==> src/rtl/fseq_pkg.sv <==
// Shared types and command values for the flash command sequencer.
// Assumes status-register style devices, 16-bit lanes, command in low byte.
package fseq_pkg;

    typedef enum logic [3:0] {
        S_IDLE, S_CHK, S_CLR, S_RDM, S_PSET, S_PDATA, S_ESET, S_ECONF,
        S_WAIT, S_POLL, S_SUSP, S_FCLR, S_FRDM
    } seq_state_t;

    localparam logic [7:0] CMD_CLR_STAT = 8'h50;
    localparam logic [7:0] CMD_RD_ARRAY = 8'hFF;
    localparam logic [7:0] CMD_PROG_SET = 8'h40;
    localparam logic [7:0] CMD_ERAS_SET = 8'h20;
    localparam logic [7:0] CMD_ERAS_GO  = 8'hD0;
    localparam logic [7:0] CMD_SUSPEND  = 8'hB0;

    localparam logic [1:0] RES_OK         = 2'd0;
    localparam logic [1:0] RES_FAIL       = 2'd1;
    localparam logic [1:0] RES_NOT_ERASED = 2'd2;

endpackage

==> src/rtl/fseq_timer.sv <==
// Saturating cycle counter shared by erase wait and poll timeout.
// Assumes clr has priority; the count stops at all ones.
module fseq_timer #(
    parameter int W = 8
) (
    input  logic         clk,
    input  logic         rst_n,
    input  logic         clr,
    output logic [W-1:0] cnt
);
    // count cycles since the last clear, saturating
    always_ff @(posedge clk) begin
        if (!rst_n)          cnt <= '0;
        else if (clr)        cnt <= '0;
        else if (cnt != '1)  cnt <= cnt + 1'b1;
    end

    assert_sat_hold_R6: assert property (@(posedge clk) disable iff (!rst_n)
        (cnt == '1 && !clr) |=> (cnt == '1));
    assert_clear_zero_R6: assert property (@(posedge clk) disable iff (!rst_n)
        clr |=> (cnt == '0));
endmodule

==> src/rtl/fseq_resp_eval.sv <==
// Decodes a flash read word: all-lane ready (bit 7), any-lane error (bit 4),
// and whether the word covers the wanted ones (erased check).
// Assumes DATA_W is a multiple of 16.
module fseq_resp_eval #(
    parameter int DATA_W = 32
) (
    input  logic [DATA_W-1:0] word,
    input  logic [DATA_W-1:0] want,
    output logic              all_ready,
    output logic              any_err,
    output logic              covers
);
    localparam int LANES = DATA_W / 16;

    logic [LANES-1:0] rdy_l;
    logic [LANES-1:0] err_l;

    for (genvar g = 0; g < LANES; g++) begin : g_lane
        assign rdy_l[g] = word[16*g + 7];
        assign err_l[g] = word[16*g + 4];
    end

    // reduce per-lane flags and compare against the wanted pattern
    always_comb begin
        all_ready = &rdy_l;
        any_err   = |err_l;
        covers    = ((word & want) == want);
    end
endmodule

==> src/rtl/flash_cmd_seq.sv <==
// Program/erase command sequencer for status-register parallel NOR flash.
// Accepts one host request at a time, drives command writes on a
// request/ready bus, polls status with a timeout, suspends on timeout,
// restores read mode and reports a result code.
// Assumes fl_rdata is valid in the cycle fl_req && fl_ready.
module flash_cmd_seq
    import fseq_pkg::*;
#(
    parameter int ADDR_W     = 16,
    parameter int DATA_W     = 32,
    parameter int PROG_TOUT  = 2000,
    parameter int ERASE_TOUT = 100000,
    parameter int ERASE_WAIT = 1000
) (
    input  logic              clk,
    input  logic              rst_n,
    input  logic              host_req,
    input  logic              host_op,
    input  logic [ADDR_W-1:0] host_addr,
    input  logic [DATA_W-1:0] host_data,
    output logic              host_busy,
    output logic              host_done,
    output logic [1:0]        host_code,
    output logic              fl_req,
    output logic              fl_we,
    output logic [ADDR_W-1:0] fl_addr,
    output logic [DATA_W-1:0] fl_wdata,
    input  logic              fl_ready,
    input  logic [DATA_W-1:0] fl_rdata
);
    localparam int LANES  = DATA_W / 16;
    localparam int MAXA   = (PROG_TOUT > ERASE_TOUT) ? PROG_TOUT : ERASE_TOUT;
    localparam int MAXC   = (MAXA > ERASE_WAIT) ? MAXA : ERASE_WAIT;
    localparam int TW     = $clog2(MAXC + 2);

    seq_state_t        state;
    logic              op_q;
    logic [ADDR_W-1:0] addr_q;
    logic [DATA_W-1:0] data_q;
    logic [1:0]        code_q;
    logic [7:0]        cmd_byte;
    logic [DATA_W-1:0] cmd_word;
    logic              ack, all_rdy, any_err, covers;
    logic              wait_over, tmr_clr;
    logic [TW-1:0]     tmr_cnt, limit;

    fseq_timer #(.W(TW)) u_timer (
        .clk(clk), .rst_n(rst_n), .clr(tmr_clr), .cnt(tmr_cnt)
    );

    fseq_resp_eval #(.DATA_W(DATA_W)) u_eval (
        .word(fl_rdata), .want(data_q),
        .all_ready(all_rdy), .any_err(any_err), .covers(covers)
    );

    // replicate the command byte into each 16-bit lane
    for (genvar g = 0; g < LANES; g++) begin : g_rep
        assign cmd_word[16*g +: 16] = {8'h00, cmd_byte};
    end

    // bus drive and command selection from the current state
    always_comb begin
        cmd_byte = CMD_RD_ARRAY;
        fl_req   = 1'b1;
        fl_we    = 1'b1;
        unique case (state)
            S_CLR, S_FCLR: cmd_byte = CMD_CLR_STAT;
            S_PSET:        cmd_byte = CMD_PROG_SET;
            S_ESET:        cmd_byte = CMD_ERAS_SET;
            S_ECONF:       cmd_byte = CMD_ERAS_GO;
            S_SUSP:        cmd_byte = CMD_SUSPEND;
            S_CHK, S_POLL: fl_we    = 1'b0;
            S_IDLE, S_WAIT: begin fl_req = 1'b0; fl_we = 1'b0; end
            default:       cmd_byte = CMD_RD_ARRAY;
        endcase
        fl_addr   = addr_q;
        fl_wdata  = !fl_we ? '0 : (state == S_PDATA) ? data_q : cmd_word;
        ack       = fl_req && fl_ready;
        host_busy = (state != S_IDLE);
        limit     = op_q ? TW'(ERASE_TOUT) : TW'(PROG_TOUT);
        wait_over = (state == S_WAIT) && (tmr_cnt >= TW'(ERASE_WAIT - 1));
        tmr_clr   = wait_over || (ack && (state == S_PDATA || state == S_ECONF));
    end

    // sequence state, request capture and result reporting
    always_ff @(posedge clk) begin
        if (!rst_n) begin
            state     <= S_IDLE;
            op_q      <= 1'b0;
            addr_q    <= '0;
            data_q    <= '0;
            code_q    <= RES_OK;
            host_done <= 1'b0;
            host_code <= RES_OK;
        end else begin
            host_done <= 1'b0;
            unique case (state)
                S_IDLE: if (host_req) begin
                    op_q   <= host_op;
                    addr_q <= host_addr;
                    data_q <= host_data;
                    state  <= host_op ? S_CLR : S_CHK;
                end
                S_CHK: if (ack) begin
                    if (!covers) begin
                        host_code <= RES_NOT_ERASED;
                        host_done <= 1'b1;
                        state     <= S_IDLE;
                    end else begin
                        state <= S_CLR;
                    end
                end
                S_CLR:   if (ack) state <= op_q ? S_ESET : S_RDM;
                S_RDM:   if (ack) state <= S_PSET;
                S_PSET:  if (ack) state <= S_PDATA;
                S_PDATA: if (ack) state <= S_POLL;
                S_ESET:  if (ack) state <= S_ECONF;
                S_ECONF: if (ack) state <= S_WAIT;
                S_WAIT:  if (wait_over) state <= S_POLL;
                S_POLL: if (ack) begin
                    if (all_rdy) begin
                        code_q <= (!op_q && any_err) ? RES_FAIL : RES_OK;
                        state  <= op_q ? S_FRDM : S_FCLR;
                    end else if (tmr_cnt >= limit) begin
                        code_q <= RES_FAIL;
                        state  <= S_SUSP;
                    end
                end
                S_SUSP:  if (ack) state <= op_q ? S_FRDM : S_FCLR;
                S_FCLR:  if (ack) state <= S_FRDM;
                S_FRDM: if (ack) begin
                    host_code <= code_q;
                    host_done <= 1'b1;
                    state     <= S_IDLE;
                end
                default: state <= S_IDLE;
            endcase
        end
    end

    assert_bus_hold_R11: assert property (@(posedge clk) disable iff (!rst_n)
        (fl_req && !fl_ready) |=> (fl_req && $stable(fl_we) && $stable(fl_addr)
                                   && $stable(fl_wdata)));
    assert_done_pulse_R9: assert property (@(posedge clk) disable iff (!rst_n)
        host_done |=> !host_done);
    assert_code_legal_R9: assert property (@(posedge clk) disable iff (!rst_n)
        host_done |-> (host_code != 2'd3));
    assert_idle_quiet_R9: assert property (@(posedge clk) disable iff (!rst_n)
        !host_busy |-> !fl_req);
    assert_start_cause_R10: assert property (@(posedge clk) disable iff (!rst_n)
        $rose(host_busy) |-> $past(host_req));
    assert_reject_nowrite_R1: assert property (@(posedge clk) disable iff (!rst_n)
        (host_done && host_code == RES_NOT_ERASED) |-> $past(fl_req && !fl_we));
endmodule

==> config.mk <==
export PLATFORM = sky130hd
export DESIGN_NAME = flash_cmd_seq
export DESIGN_NICKNAME = d
export VERILOG_FILES = /design/src/rtl/fseq_pkg.sv /design/src/rtl/fseq_timer.sv /design/src/rtl/fseq_resp_eval.sv /design/src/rtl/flash_cmd_seq.sv
export SDC_FILE = /design/constraint.sdc
export NUM_CORES = 1
export LEC_CHECK = 0
export BUFFER_PORTS_ARGS = -buffer_cell sky130_fd_sc_hd__buf_4
export CAP_MARGIN = 10
export CORE_ASPECT_RATIO = 0.9
export CORE_MARGIN = 4
export CORE_UTILIZATION = 50
export CTS_CLUSTER_SIZE = 16
export DETAILED_ROUTE_END_ITERATION = 7
export PLACE_DENSITY = 0.76
export SYNTH_ARGS = -nofsm -noshare
export SYNTH_HDL_FRONTEND = slang
export SYNTH_SLANG_ARGS = --single-unit
==> constraint.sdc <==
create_clock -name clk -period 6.98 [get_ports clk]
set_clock_uncertainty 0.15 [all_clocks]
set_input_delay 1.396 -clock clk [delete_from_list [all_inputs] [get_ports clk]]
set_output_delay 1.396 -clock clk [all_outputs]
set_load 0.02 [all_outputs]
==> results of run 1 <==
-- cell usage in the layout, fill, tap and decap left out, types with 2 or more instances in the layout --
cell        Yosys  final
and3_1          3      2
o211ai_1        4      4
nand3_1        14     13
buf_4           0    138
nand4_1         6      6
a21oi_1        76     76
a2111oi_0       6      6
and3_2          1      2
ha_1            9      9
nor3_1          6      6
nor2_1         28     28
clkinv_4        0      2
nor4_1          2      2
xnor2_1         3      3
xor2_1         12     12
o21ai_0        22     22
inv_1          19     19
nand3_2         1      2
mux2i_1         3      3
nand2b_1        4      4
or3_1           2      2
dfxtp_1        74     74
nor2b_1        26     26
inv_6           0      2
a31oi_1         3      3
or2_2           2      2
clkbuf_8        0      9
and2_1         19     19
nand2_1       117    117
clkinvlp_4      0      2
o2111ai_1       3      3
-- power by group through the flow --
stage,logic (mW),registers (mW),clock network [mW]
detailed placement,0.571,0.574,0
global route,0.629,0.578,0.328
CTS,0.574,0.565,0.312
global placement,0.565,0.571,0
finish,0.575,0.566,0.302
floorplan,0.381,0.562,0
-- layout make-up --
type / instances / share of cell area (%)
clock buffers: 10 / 2.512
clock inverters: 6 / 0.9850
inverters: 20 / 1.477
multi-input cells: 396 / 43.12
flip-flops and latches: 74 / 29.16
well taps: 96 / 2.364
repair buffers: 138 / 20.39
-- critical path, delay by kind of cell (launching register included) --
kind | cells | cell delay (ns)
buffers and inverters | 2 | 0.53
flip-flops | 1 | 0.57
AND/OR/NAND/NOR | 3 | 1.07
-- through the flow --
stage / cell area, sq um / std cells / hold slack (ns)
2_1_floorplan: 3896 / 522 / 0.2863
3_3_place_gp: 4903 / 724 / 0.2930
3_5_place_dp: 4903 / 724 / 0.2984
4_1_cts: 5081 / 740 / 0.3109
5_1_grt: 5081 / 740 / 0.3282
6_report: 5081 / 740 / 0.3098
-- state kept, by name, indices dropped and copies added (netlist names) --
name,flops
code_q,1
data_q,32
fl_addr,16
host_code,2
host_done,1
op_q,1
state,4
u_timer.cnt,17
-- routing by layer --
layer,wire [um],global-route usage [%],vias up
met2,5641,41.56,155
li1,-,-,2005
met3,905,6.540,18
met1,4710,31.21,1881
met5,0,0,-
met4,275,7.863,0
-- cell families after synthesis --
group	after synthesis	share of synthesized area, %
AOI/OAI and AO/OA	130	19.30
xor gates and xnor gates	15	3.372
adders and majority gates	9	2.890
buffers and inverters	52	5.909
DFF	74	38.02
muxes	3	0.7707
and+or+nand+nor	239	29.74
-- final timing paths --
| check | to | slack, ns | depth (start not counted) | start |
|---|---|---|---|---|
| max reg2reg | u_timer.cnt[8] | 4.13 | 11 | u_timer.cnt[6] |
| max | fl_wdata[14] | 2.92 | 5 | state[3] |
| min | fl_addr[1] | 0.31 | 2 | fl_addr[1] |
| min reg2reg | fl_addr[1] | 0.31 | 2 | fl_addr[1] |
==> out/metrics.csv, run 1 <==
stage,metric,value,unit
drt,vias,4059,
cts,clk_latency,0.35,ns
power_and_ir_drop,pwr-share-seq,39.2,%
drt,drt-initial-drc-count,201,
drt,ant_nets,0,
finish,fin_nets,733,
finish,diodes,0,
yosys,postSynthNetCount,616,
power_and_ir_drop,clkPwrFrac,21.0,%
finish,area.sequential,1481,sq um
cts,post_cts_buffers,0,
sta,setup_viol,0,
finish,post-route-util,67.35,%
power_and_ir_drop,p_leak,2.183,nW
sta,finalHoldViolations,0,
power_and_ir_drop,total_power,1.443,mW
power_and_ir_drop,ir_worst_vdd,0.0001215,V
finish,multi_input_area,2191,sq um
floorplanning,die-area,9271,sq um
global_routing,track_usage,24.94,%
sta,slew_violations,0,
place,dpl.hpwl,8556,um
finish,num-fill-cells,652,
setup_path,worstPathRequired,5.43,ns
floorplanning,ioPinCount,139,
yosys,synth_top_cell_by_area,dfxtp_1,
place,port_buffers,138,
place,place.gp.congestion,0.8904,
sta,slew_headroom,31.33,%
power_and_ir_drop,power.internal,0.8543,mW
floorplanning,core,7545,sq um
yosys,synth_top_area_share,38.02,%
cts,clock-sinks,74,
setup_path,worstPathArrival,2.52,ns
sta,rsz0062_at_grt,false,
global_routing,grt_overflow_total,0,
yosys,synth.area.top_cells,"dfxtp_1 38%, nand2_1 11%, a21oi_1 9.8%, nor2b_1 4.2%, and2_1 3.1%",
sta,max_freq,246.2,MHz
yosys,netlist_instances,522,
floorplanning,die_h,91.75,um
sta,fin_ws,2.918,ns
drt,wl,11530,um
yosys,synth_edf_count,0,
place,place_ws,3.342,ns
cts,cts-resized-gates,0,
floorplanning,die_w,101.1,um
drt,viasPerCell,5.485,
setup_path,path_cells,"inv_1, nand2_1, nor2_1, and2_1, buf_4",
cts,htreeDepth,3,
setup_path,crit_fanout,27,
sta,worstMarginPinSlew,1.029,ns
power_and_ir_drop,cellPowerDensity,284.1,nW/um^2
drt,wl_per_cell,15.59,um
global_routing,grt_pass1_wl,18670,um
setup_path,cp-end-kind,primary output,
yosys,yosys_warnings,0,
sta,period_share,58.20,%
yosys,synth-main-ff-cell,dfxtp_1,
cts,clk_path_buf_depth,2,
yosys,synth.most_common_cell,nand2_1,
yosys,netlist_area,3896,sq um
cts,cts_tree,built,
cts,clk_pin_slew,0.08,ns
cts,holdBufCountCts,0,
drt,drc,0,
power_and_ir_drop,p_sw,0.5891,mW
yosys,synth_commonest_cells,"117 x nand2_1, 76 x a21oi_1, 74 x dfxtp_1",
run,max-cap-violations,0,
yosys,ys_seq_area_share,38.02,%
yosys,synth.avg_cell_area,7.464,sq um
floorplanning,initial_utilization,51.64,%
power_and_ir_drop,p_comb_share,39.8,%
cts,cts_root_buffer,clkbuf_8,
setup_path,cpMaxStageDelayCell,nor2_1,
setup_path,startpoint_type,flip-flop,
drt,firstDrtPassIters,5,
sta,period_needed,4.062,ns
yosys,ys_seq_elements,74,
finish,areaGrowthSynthToFinish,30.41,%
global_routing,antenna_found_initial,0,
floorplanning,rows,30,
run_status,status,completed,
cts,cts_buffers,9,
finish,drive_gt1_share,25.93,%
global_routing,grt_start_max_net_pins,55,
yosys,synth-async-reset-ratio,0,%
yosys,ys_types,55,
power_and_ir_drop,p_sw_share,40.82,%
hold_path,hold_path.class,reg2reg,
setup_path,slowest_delay,0.69,ns
setup_path,critPathKind,reg2out,
global_routing,grt_pass1_vias,3826,
sta,setup-tns-final,0,ns
Note: power is estimated with default switching activity, not from simulation.
==> run 2, diff against run 1 <==
--- a/config.mk
+++ b/config.mk
@@ -5,6 +5,7 @@
 export SDC_FILE = /design/constraint.sdc
 export NUM_CORES = 1
 export LEC_CHECK = 0
+export ABC_AREA = 1
 export BUFFER_PORTS_ARGS = -buffer_cell sky130_fd_sc_hd__buf_4
 export CAP_MARGIN = 10
 export CORE_ASPECT_RATIO = 0.9
==> constraint.sdc (replaced) <==
create_clock -name clk -period 3.74 [get_ports clk]
set_clock_uncertainty 0.15 [all_clocks]
set_input_delay 0.748 -clock clk [delete_from_list [all_inputs] [get_ports clk]]
set_output_delay 0.748 -clock clk [all_outputs]
set_load 0.02 [all_outputs]
==> run 2 against run 1 <==
Via count increased by 4.7%. Flip-flop and latch count unchanged. Area after synthesis rose by 1.3%. Critical endpoint is now fl_wdata[16]. Count of clock-buffer cells in the layout fell by 1. Global-route usage fell by 0.49 points. Power up 120%. Sequential power grew 84%. Clock power grew 110%. Die area rose by 1.2%. Register-to-register slack lost 3.0 ns. Largest power group unchanged. First-iteration DRC count increased by 18%. Synthesized cell count increased by 14%.
==> out/metrics.csv, run 2 <==
stage,metric,value,unit,change
yosys,yosys_warnings,0,,unchanged
sta,period_share,86.96,%,
setup_path,crit_fanout,17,,was 27
yosys,synthXorXnorAreaFrac,1.554,%,was 3.372%
floorplanning,rows,30,,unchanged
yosys,synth.most_common_cell,nand2_1,,unchanged
drt,ant_nets,0,,unchanged
finish,areaGrowthSynthToFinish,31.55,%,was 30.41%
yosys,synth_top_cell_by_area,dfxtp_1,,unchanged
cts,post_cts_buffers,0,,unchanged
power_and_ir_drop,p_leak,2.407,nW,was 2.183 nW
finish,largest_reg_flops,32,,unchanged
yosys,muxShareOfSynthArea,0,%,was 0.7707%
finish,multi_input_area,2038,sq um,was 2191 sq um
yosys,synthAdderAreaFrac,2.854,%,was 2.890%
finish,fin_cells,824,,was 740
hold_path,hold_path.class,reg2reg,,unchanged
cts,cts-resized-gates,0,,unchanged
power_and_ir_drop,p_comb_share,46.8,%,was 39.8%
yosys,synth_commonest_cells,"119 x nand2_1, 78 x inv_1, 77 x a21oi_1",,"was 117 x nand2_1, 76 x a21oi_1, 74 x dfxtp_1"
finish,final_common_cell,buf_4,,unchanged
finish,area.sequential,1481,sq um,unchanged
cts,clk_path_buf_depth,2,,unchanged
yosys,netlist_area,3946,sq um,was 3896 sq um
drt,firstDrtPassIters,5,,unchanged
global_routing,grt_pass1_wl,18530,um,was 18670 um
yosys,synth_top_area_share,37.54,%,was 38.02%
sta,slew_headroom,49.31,%,was 31.33%
power_and_ir_drop,p_sw_share,43.33,%,was 40.82%
sta,worstMarginPinSlew,0.7595,ns,was 1.029 ns
setup_path,slowest_delay,0.51,ns,was 0.69 ns
setup_path,path_cells,"inv_2, nor2_2, inv_2, nor2_4, inv_2, nand2_2, a21oi_1, buf_4",,"was inv_1, nand2_1, nor2_1, and2_1, buf_4"
setup_path,cp-end-kind,primary output,,unchanged
cts,holdBufCountCts,0,,unchanged
sta,period_needed,3.252,ns,
drt,drc,0,,unchanged
cts,htreeDepth,3,,unchanged
yosys,synth.area.top_cells,"dfxtp_1 38%, nand2_1 11%, a21oi_1 9.8%, inv_1 7.4%, o21ai_0 6.8%",,"was dfxtp_1 38%, nand2_1 11%, a21oi_1 9.8%, nor2b_1 4.2%, and2_1 3.1%"
cts,clk_latency,0.36,ns,was 0.35 ns
power_and_ir_drop,clkPwrFrac,20.0,%,was 21.0%
sta,finalHoldViolations,0,,unchanged
global_routing,antenna_found_initial,0,,unchanged
floorplanning,die_h,92.28,um,was 91.75 um
yosys,synth_top_family_by_area,simple AND/OR/NAND/NOR gates,,unchanged
global_routing,grt_pass1_vias,3966,,was 3826
finish,num-fill-cells,682,,was 652
global_routing,grt_start_max_net_pins,76,,was 55
yosys,yosys.area_share.simple,28.22,%,was 29.74%
run_status,status,completed,,unchanged
place,port_buffers,138,,unchanged
yosys,ys_seq_area_share,37.54,%,was 38.02%
global_routing,grt_overflow_total,0,,unchanged
cts,cts_root_buffer,clkbuf_8,,unchanged
yosys,ys_seq_elements,74,,unchanged
cts,clock-sinks,74,,unchanged
sta,rsz0062_at_grt,false,,unchanged
yosys,synth-main-ff-cell,dfxtp_1,,unchanged
cts,cts_tree,built,,unchanged
power_and_ir_drop,cellPowerDensity,604.4,nW/um^2,was 284.1 nW/um^2
finish,diodes,0,,unchanged
place,dp_cells,808,,was 724
setup_path,critPathTopFamily,simple AND/OR/NAND/NOR gates,,unchanged
yosys,synth-async-reset-ratio,0,%,unchanged
floorplanning,core,7620,sq um,was 7545 sq um
power_and_ir_drop,p_sw,1.360,mW,was 0.5891 mW
power_and_ir_drop,power.internal,1.778,mW,was 0.8543 mW
cts,clk_pin_slew,0.08,ns,about the same
setup_path,rrSetupSlack,1.13,ns,was 4.13 ns
drt,drt-initial-drc-count,237,,was 201
finish,post-route-util,68.13,%,was 67.35%
setup_path,worstPathArrival,2.35,ns,was 2.52 ns
setup_path,critPathKind,reg2out,,unchanged
setup_path,cp_common_cell,inv_2,,
yosys,ys_types,36,,was 55
finish,mostFrequentLayoutCells,"139 x buf_4, 118 x nand2_1, 78 x inv_1",,"was 138 x buf_4, 117 x nand2_1, 76 x a21oi_1"
finish,fin_nets,817,,was 733
sta,setup-tns-final,0,ns,unchanged
drt,wl,11520,um,was 11530 um
global_routing,track_usage,24.45,%,was 24.94%
floorplanning,die-area,9380,sq um,was 9271 sq um
yosys,postSynthNetCount,690,,was 616
power_and_ir_drop,ir_worst_vdd,0.0003791,V,was 0.0001215 V
sta,setup_viol,0,,unchanged
finish,drive_gt1_share,24.45,%,was 25.93%
yosys,synth_edf_count,0,,unchanged
setup_path,cpMaxStageDelayCell,dfxtp_1,,was nor2_1
power_and_ir_drop,pwr-share-seq,33.2,%,was 39.2%
finish,largest_register,data_q,,unchanged
place,dpl.hpwl,8700,um,was 8556 um
drt,vias,4250,,was 4059
setup_path,cp_num_buf_inv,4,,was 2
drt,viasPerCell,5.158,,was 5.485
setup_path,worstPathRequired,2.84,ns,was 5.43 ns
place,place.gp.congestion,0.9047,,was 0.8904
sta,max_freq,307.5,MHz,
cts,cts_buffers,9,,unchanged
setup_path,startpoint_type,flip-flop,,unchanged
sta,slew_violations,0,,unchanged
run,max-cap-violations,0,,unchanged
power_and_ir_drop,total_power,3.138,mW,was 1.443 mW
floorplanning,ioPinCount,139,,unchanged
yosys,synth.avg_cell_area,6.621,sq um,was 7.464 sq um
floorplanning,die_w,101.6,um,was 101.1 um
drt,wl_per_cell,13.98,um,was 15.59 um
yosys,netlist_instances,596,,was 522
yosys,synth_compound_area_share,18.96,%,was 19.30%
floorplanning,initial_utilization,51.79,%,was 51.64%
==> run 2: cell count changes after synthesis, sizes merged, moves of 6 or more <==
| cell | previous run | this run |
|---|---|---|
| a2111oi | 6 | 0 |
| nor2b | 26 | 0 |
| and2 | 19 | 0 |
| o21ai | 24 | 55 |
| clkbuf | 22 | 10 |
| xor2 | 12 | 6 |
| nor2 | 28 | 75 |
| nand2 | 117 | 123 |
| inv | 20 | 84 |
| nand3 | 15 | 36 |
==> run 2: cell type report <==
cell class                      instances  area share, %
Multi-Input combinational cell        415          39.26
Sequential cell                        74          28.54
Timing Repair Buffer                  139          20.10
Inverter                               84          6.074
Clock buffer                            9          2.386
Tap cell                               96          2.314
Clock inverter                          7          1.326
==> run 2: per-stage QoR <==
| stage | setup slack (ns) | cell area (sq um) | hold slack (ns) |
|---|---|---|---|
| floorplan | 1.358 | 3946 | 0.2889 |
| global placement | 0.9874 | 4999 | 0.2981 |
| detailed placement | 0.9135 | 4999 | 0.3054 |
| CTS | 0.5182 | 5191 | 0.3175 |
| global route | 0.3411 | 5191 | 0.3374 |
| finish | 0.4878 | 5191 | 0.3174 |
==> run 2: tightest hold or removal path: stages (launching register included) <==
cell and delay, ns:
dfxtp_1 0.32, nand2_1 0.06, a21oi_1 0.05
==> run 2: layer usage <==
| layer | track usage, % | share of wire [%] |
|---|---|---|
| met5 | 0 | 0 |
| met4 | 5.869 | 1.1 |
| met3 | 7.072 | 7.7 |
| met2 | 39.87 | 48 |
| met1 | 31.63 | 43 |
==> run 2: cell families after synthesis <==
family / count (synthesis)
compound gates: 142
xor+xnor: 7
fa+ha+maj: 9
buf+inv: 107
flops: 74
simple gates: 257
==> run 2: final timing paths <==
kind / from / cells past startpoint / endpoint
max: state[2] / 8 / fl_wdata[16]
min: fl_addr[3] / 2 / fl_addr[3]
max reg2reg: u_timer.cnt[0] / 11 / u_timer.cnt[10]
min reg2reg: fl_addr[3] / 2 / fl_addr[3]
==> run 2: power by group through the flow <==
stage / registers [mW] / logic (mW) / clock network [mW]
finish: 1.04 / 1.47 / 0.628
global route: 1.06 / 1.63 / 0.671
CTS: 1.04 / 1.47 / 0.633
detailed placement: 1.06 / 1.47 / 0
global placement: 1.05 / 1.46 / 0
floorplan: 1.07 / 0.939 / 0
==> run 3, diff against run 2 <==
--- a/config.mk
+++ b/config.mk
@@ -6,14 +6,15 @@
 export NUM_CORES = 1
 export LEC_CHECK = 0
 export ABC_AREA = 1
-export BUFFER_PORTS_ARGS = -buffer_cell sky130_fd_sc_hd__buf_4
+export BUFFER_PORTS_ARGS = -buffer_cell sky130_fd_sc_hd__buf_2
 export CAP_MARGIN = 10
 export CORE_ASPECT_RATIO = 0.9
-export CORE_MARGIN = 4
+export CORE_MARGIN = 5
 export CORE_UTILIZATION = 50
 export CTS_CLUSTER_SIZE = 16
 export DETAILED_ROUTE_END_ITERATION = 7
 export PLACE_DENSITY = 0.76
+export SLEW_MARGIN = 20
 export SYNTH_ARGS = -nofsm -noshare
 export SYNTH_HDL_FRONTEND = slang
 export SYNTH_SLANG_ARGS = --single-unit
==> run 3 against run 2 <==
Global-route usage is 1.9 points lower. Non-clock buffer count is 1 higher. Worst setup slack worse by 0.0051 ns. Count of clock-buffer cells in the layout is 3 higher. First-iteration DRC count is 41% higher. Critical path type unchanged.
==> out/metrics.csv, run 3 (synthesis gave the netlist of run 2 again) <==
stage,metric,value,unit,change
sta,slew_violations,0,,unchanged
finish,final_common_cell,buf_2,,was buf_4
drt,vias,4275,,was 4250
floorplanning,die_w,103.6,um,was 101.6 um
finish,mostFrequentLayoutCells,"138 x buf_2, 118 x nand2_1, 78 x inv_1",,"was 139 x buf_4, 118 x nand2_1, 78 x inv_1"
power_and_ir_drop,p_leak,2.338,nW,was 2.407 nW
drt,ant_nets,0,,unchanged
cts,clock-sinks,74,,unchanged
cts,cts_root_buffer,clkbuf_8,,unchanged
drt,wl_per_cell,14.00,um,was 13.98 um
drt,drc,0,,unchanged
place,dpl.hpwl,8743,um,was 8700 um
sta,slew_headroom,51.11,%,was 49.31%
global_routing,grt_start_max_net_pins,76,,unchanged
hold_path,whs_endpoint,fl_addr[0],,was fl_addr[3]
hold_path,hold_path.class,reg2reg,,unchanged
setup_path,r2r_cells,12,,was 11
setup_path,cpMaxStageDelayCell,dfxtp_1,,unchanged
cts,clk_path_buf_depth,2,,unchanged
finish,num-fill-cells,706,,was 682
floorplanning,rows,30,,unchanged
setup_path,rrSetupSlack,1.10,ns,was 1.13 ns
hold_path,hp-start,fl_addr[0],,was fl_addr[3]
setup_path,slowest_delay,0.51,ns,about the same
global_routing,track_usage,22.54,%,was 24.45%
power_and_ir_drop,total_power,3.071,mW,was 3.138 mW
finish,fin_nets,818,,was 817
global_routing,grt_overflow_total,0,,unchanged
floorplanning,die-area,9772,sq um,was 9380 sq um
power_and_ir_drop,clkPwrFrac,21.9,%,was 20.0%
drt,drt-initial-drc-count,335,,was 237
finish,drive_gt1_share,24.14,%,was 24.45%
setup_path,worstPathRequired,2.84,ns,about the same
drt,firstDrtPassIters,6,,was 5
power_and_ir_drop,power.internal,1.740,mW,was 1.778 mW
setup_path,cp_common_cell,inv_2,,unchanged
cts,cts_tree,built,,unchanged
run_status,status,completed,,unchanged
floorplanning,ioPinCount,139,,unchanged
cts,clk_pin_slew,0.07,ns,was 0.08 ns
global_routing,grt_pass1_wl,18330,um,was 18530 um
setup_path,worstPathArrival,2.36,ns,was 2.35 ns
hold_path,hold-path-cell-count,2,,unchanged
drt,wl,11550,um,was 11520 um
power_and_ir_drop,pwr-share-seq,33.9,%,was 33.2%
cts,holdBufCountCts,0,,unchanged
setup_path,cp_num_buf_inv,4,,unchanged
sta,period_share,87.09,%,was 86.96%
cts,cts_buffers,9,,unchanged
sta,setup_viol,0,,unchanged
sta,setup-tns-final,0,ns,unchanged
setup_path,startpoint_type,flip-flop,,unchanged
setup_path,reg2reg_from,u_timer.cnt[0],,unchanged
place,dp_cells,809,,was 808
floorplanning,core,7620,sq um,unchanged
power_and_ir_drop,p_comb_share,44.3,%,was 46.8%
sta,period_needed,3.257,ns,was 3.252 ns
drt,viasPerCell,5.182,,was 5.158
global_routing,grt_pass1_vias,3982,,was 3966
setup_path,worstReg2RegEnd,u_timer.cnt[14],,was u_timer.cnt[10]
place,place_ws,0.9014,ns,was 0.9135 ns
finish,fin_cells,825,,was 824
setup_path,crit_fanout,17,,unchanged
run,max-cap-violations,0,,unchanged
sta,finalHoldViolations,0,,unchanged
cts,htreeDepth,3,,unchanged
cts,post_cts_buffers,0,,unchanged
power_and_ir_drop,p_sw,1.331,mW,was 1.360 mW
finish,areaGrowthSynthToFinish,23.46,%,was 31.55%
place,port_buffers,138,,unchanged
sta,worstMarginPinSlew,0.7325,ns,was 0.7595 ns
setup_path,cp-end-kind,primary output,,unchanged
cts,cts-resized-gates,0,,unchanged
power_and_ir_drop,ir_worst_vdd,0.0004483,V,was 0.0003791 V
power_and_ir_drop,p_sw_share,43.34,%,was 43.33%
cts,clk_latency,0.34,ns,was 0.36 ns
setup_path,critPathTopFamily,simple AND/OR/NAND/NOR gates,,unchanged
floorplanning,initial_utilization,51.79,%,unchanged
place,place.gp.congestion,0.9440,,was 0.9047
global_routing,antenna_found_initial,0,,unchanged
finish,largest_register,data_q,,unchanged
setup_path,path_cells,"inv_2, nor2_2, inv_2, nor2_4, inv_2, nand2_2, a21oi_1, buf_2",,"was inv_2, nor2_2, inv_2, nor2_4, inv_2, nand2_2, a21oi_1, buf_4"
floorplanning,die_h,94.28,um,was 92.28 um
finish,diodes,0,,unchanged
sta,max_freq,307.0,MHz,was 307.5 MHz
finish,largest_reg_flops,32,,unchanged
sta,rsz0062_at_grt,false,,unchanged
power_and_ir_drop,cellPowerDensity,630.2,nW/um^2,was 604.4 nW/um^2
setup_path,critPathKind,reg2out,,unchanged
sta,fin_ws,0.4827,ns,was 0.4878 ns
-- run 3: changes by cell type in the layout (fill, tap and decap cells not counted), sizes merged --
cell,previous run,this run
clkbuf,9,12
clkinv,3,1
buf,139,140
bufinv,1,2
clkinvlp,2,1
inv,85,84
-- run 3: power groups by stage --
stage	clock network, mW	registers, mW	logic (mW)
finish	0.671	1.04	1.36
global route	0.719	1.06	1.50
CTS	0.683	1.04	1.36
detailed placement	0	1.05	1.35
global placement	0	1.05	1.32
floorplan	0	1.07	0.939
-- run 3: routing by layer --
layer  track usage [%]  wire [um]
met5                 0          0
met4             7.650        178
met3             6.323        755
met2             37.53       5627
met1             28.04       4990
-- run 3: area by class of cell --
type	instances	area (sq um)	share of cell area, %
clock buffers	12	135.1	2.774
inverters	84	315.3	6.471
multi-input cells	415	2038	41.83
flip-flops and latches	74	1481	30.41
repair buffers	140	705.7	14.48
clock inverters	4	76.32	1.567
well taps	96	120.1	2.465
-- run 3: worst max path at each step --
stage	start	to	slack (ns)	depth (start not counted)
2_1_floorplan	state[2]	fl_wdata[18]	1.36	8
3_3_place_gp	state[2]	fl_wdata[18]	1.01	8
3_5_place_dp	state[2]	fl_wdata[18]	0.90	8
4_1_cts	state[2]	fl_wdata[18]	0.51	8
5_1_grt	state[2]	fl_wdata[0]	0.36	8
6_report	state[2]	fl_wdata[18]	0.48	8
-- run 3: stage by stage --
stage,util [%],hold WS (ns),area (sq um)
after floorplan,-,0.2889,3946
after global placement,61.17,0.2952,4661
after detailed placement,61.17,0.3035,4661
after CTS,63.94,0.3149,4872
after global routing,63.94,0.3353,4872
final,63.94,0.3117,4872
-- run 3: worst reg2reg max path: cells and delay by family, from the launching register on --
family,cells,cell delay (ns)
and+or+nand+nor,8,1.04
buffers and inverters,1,0.14
AOI/OAI and AO/OA,1,0.13
adders and majority gates,2,0.71
DFF,1,0.39
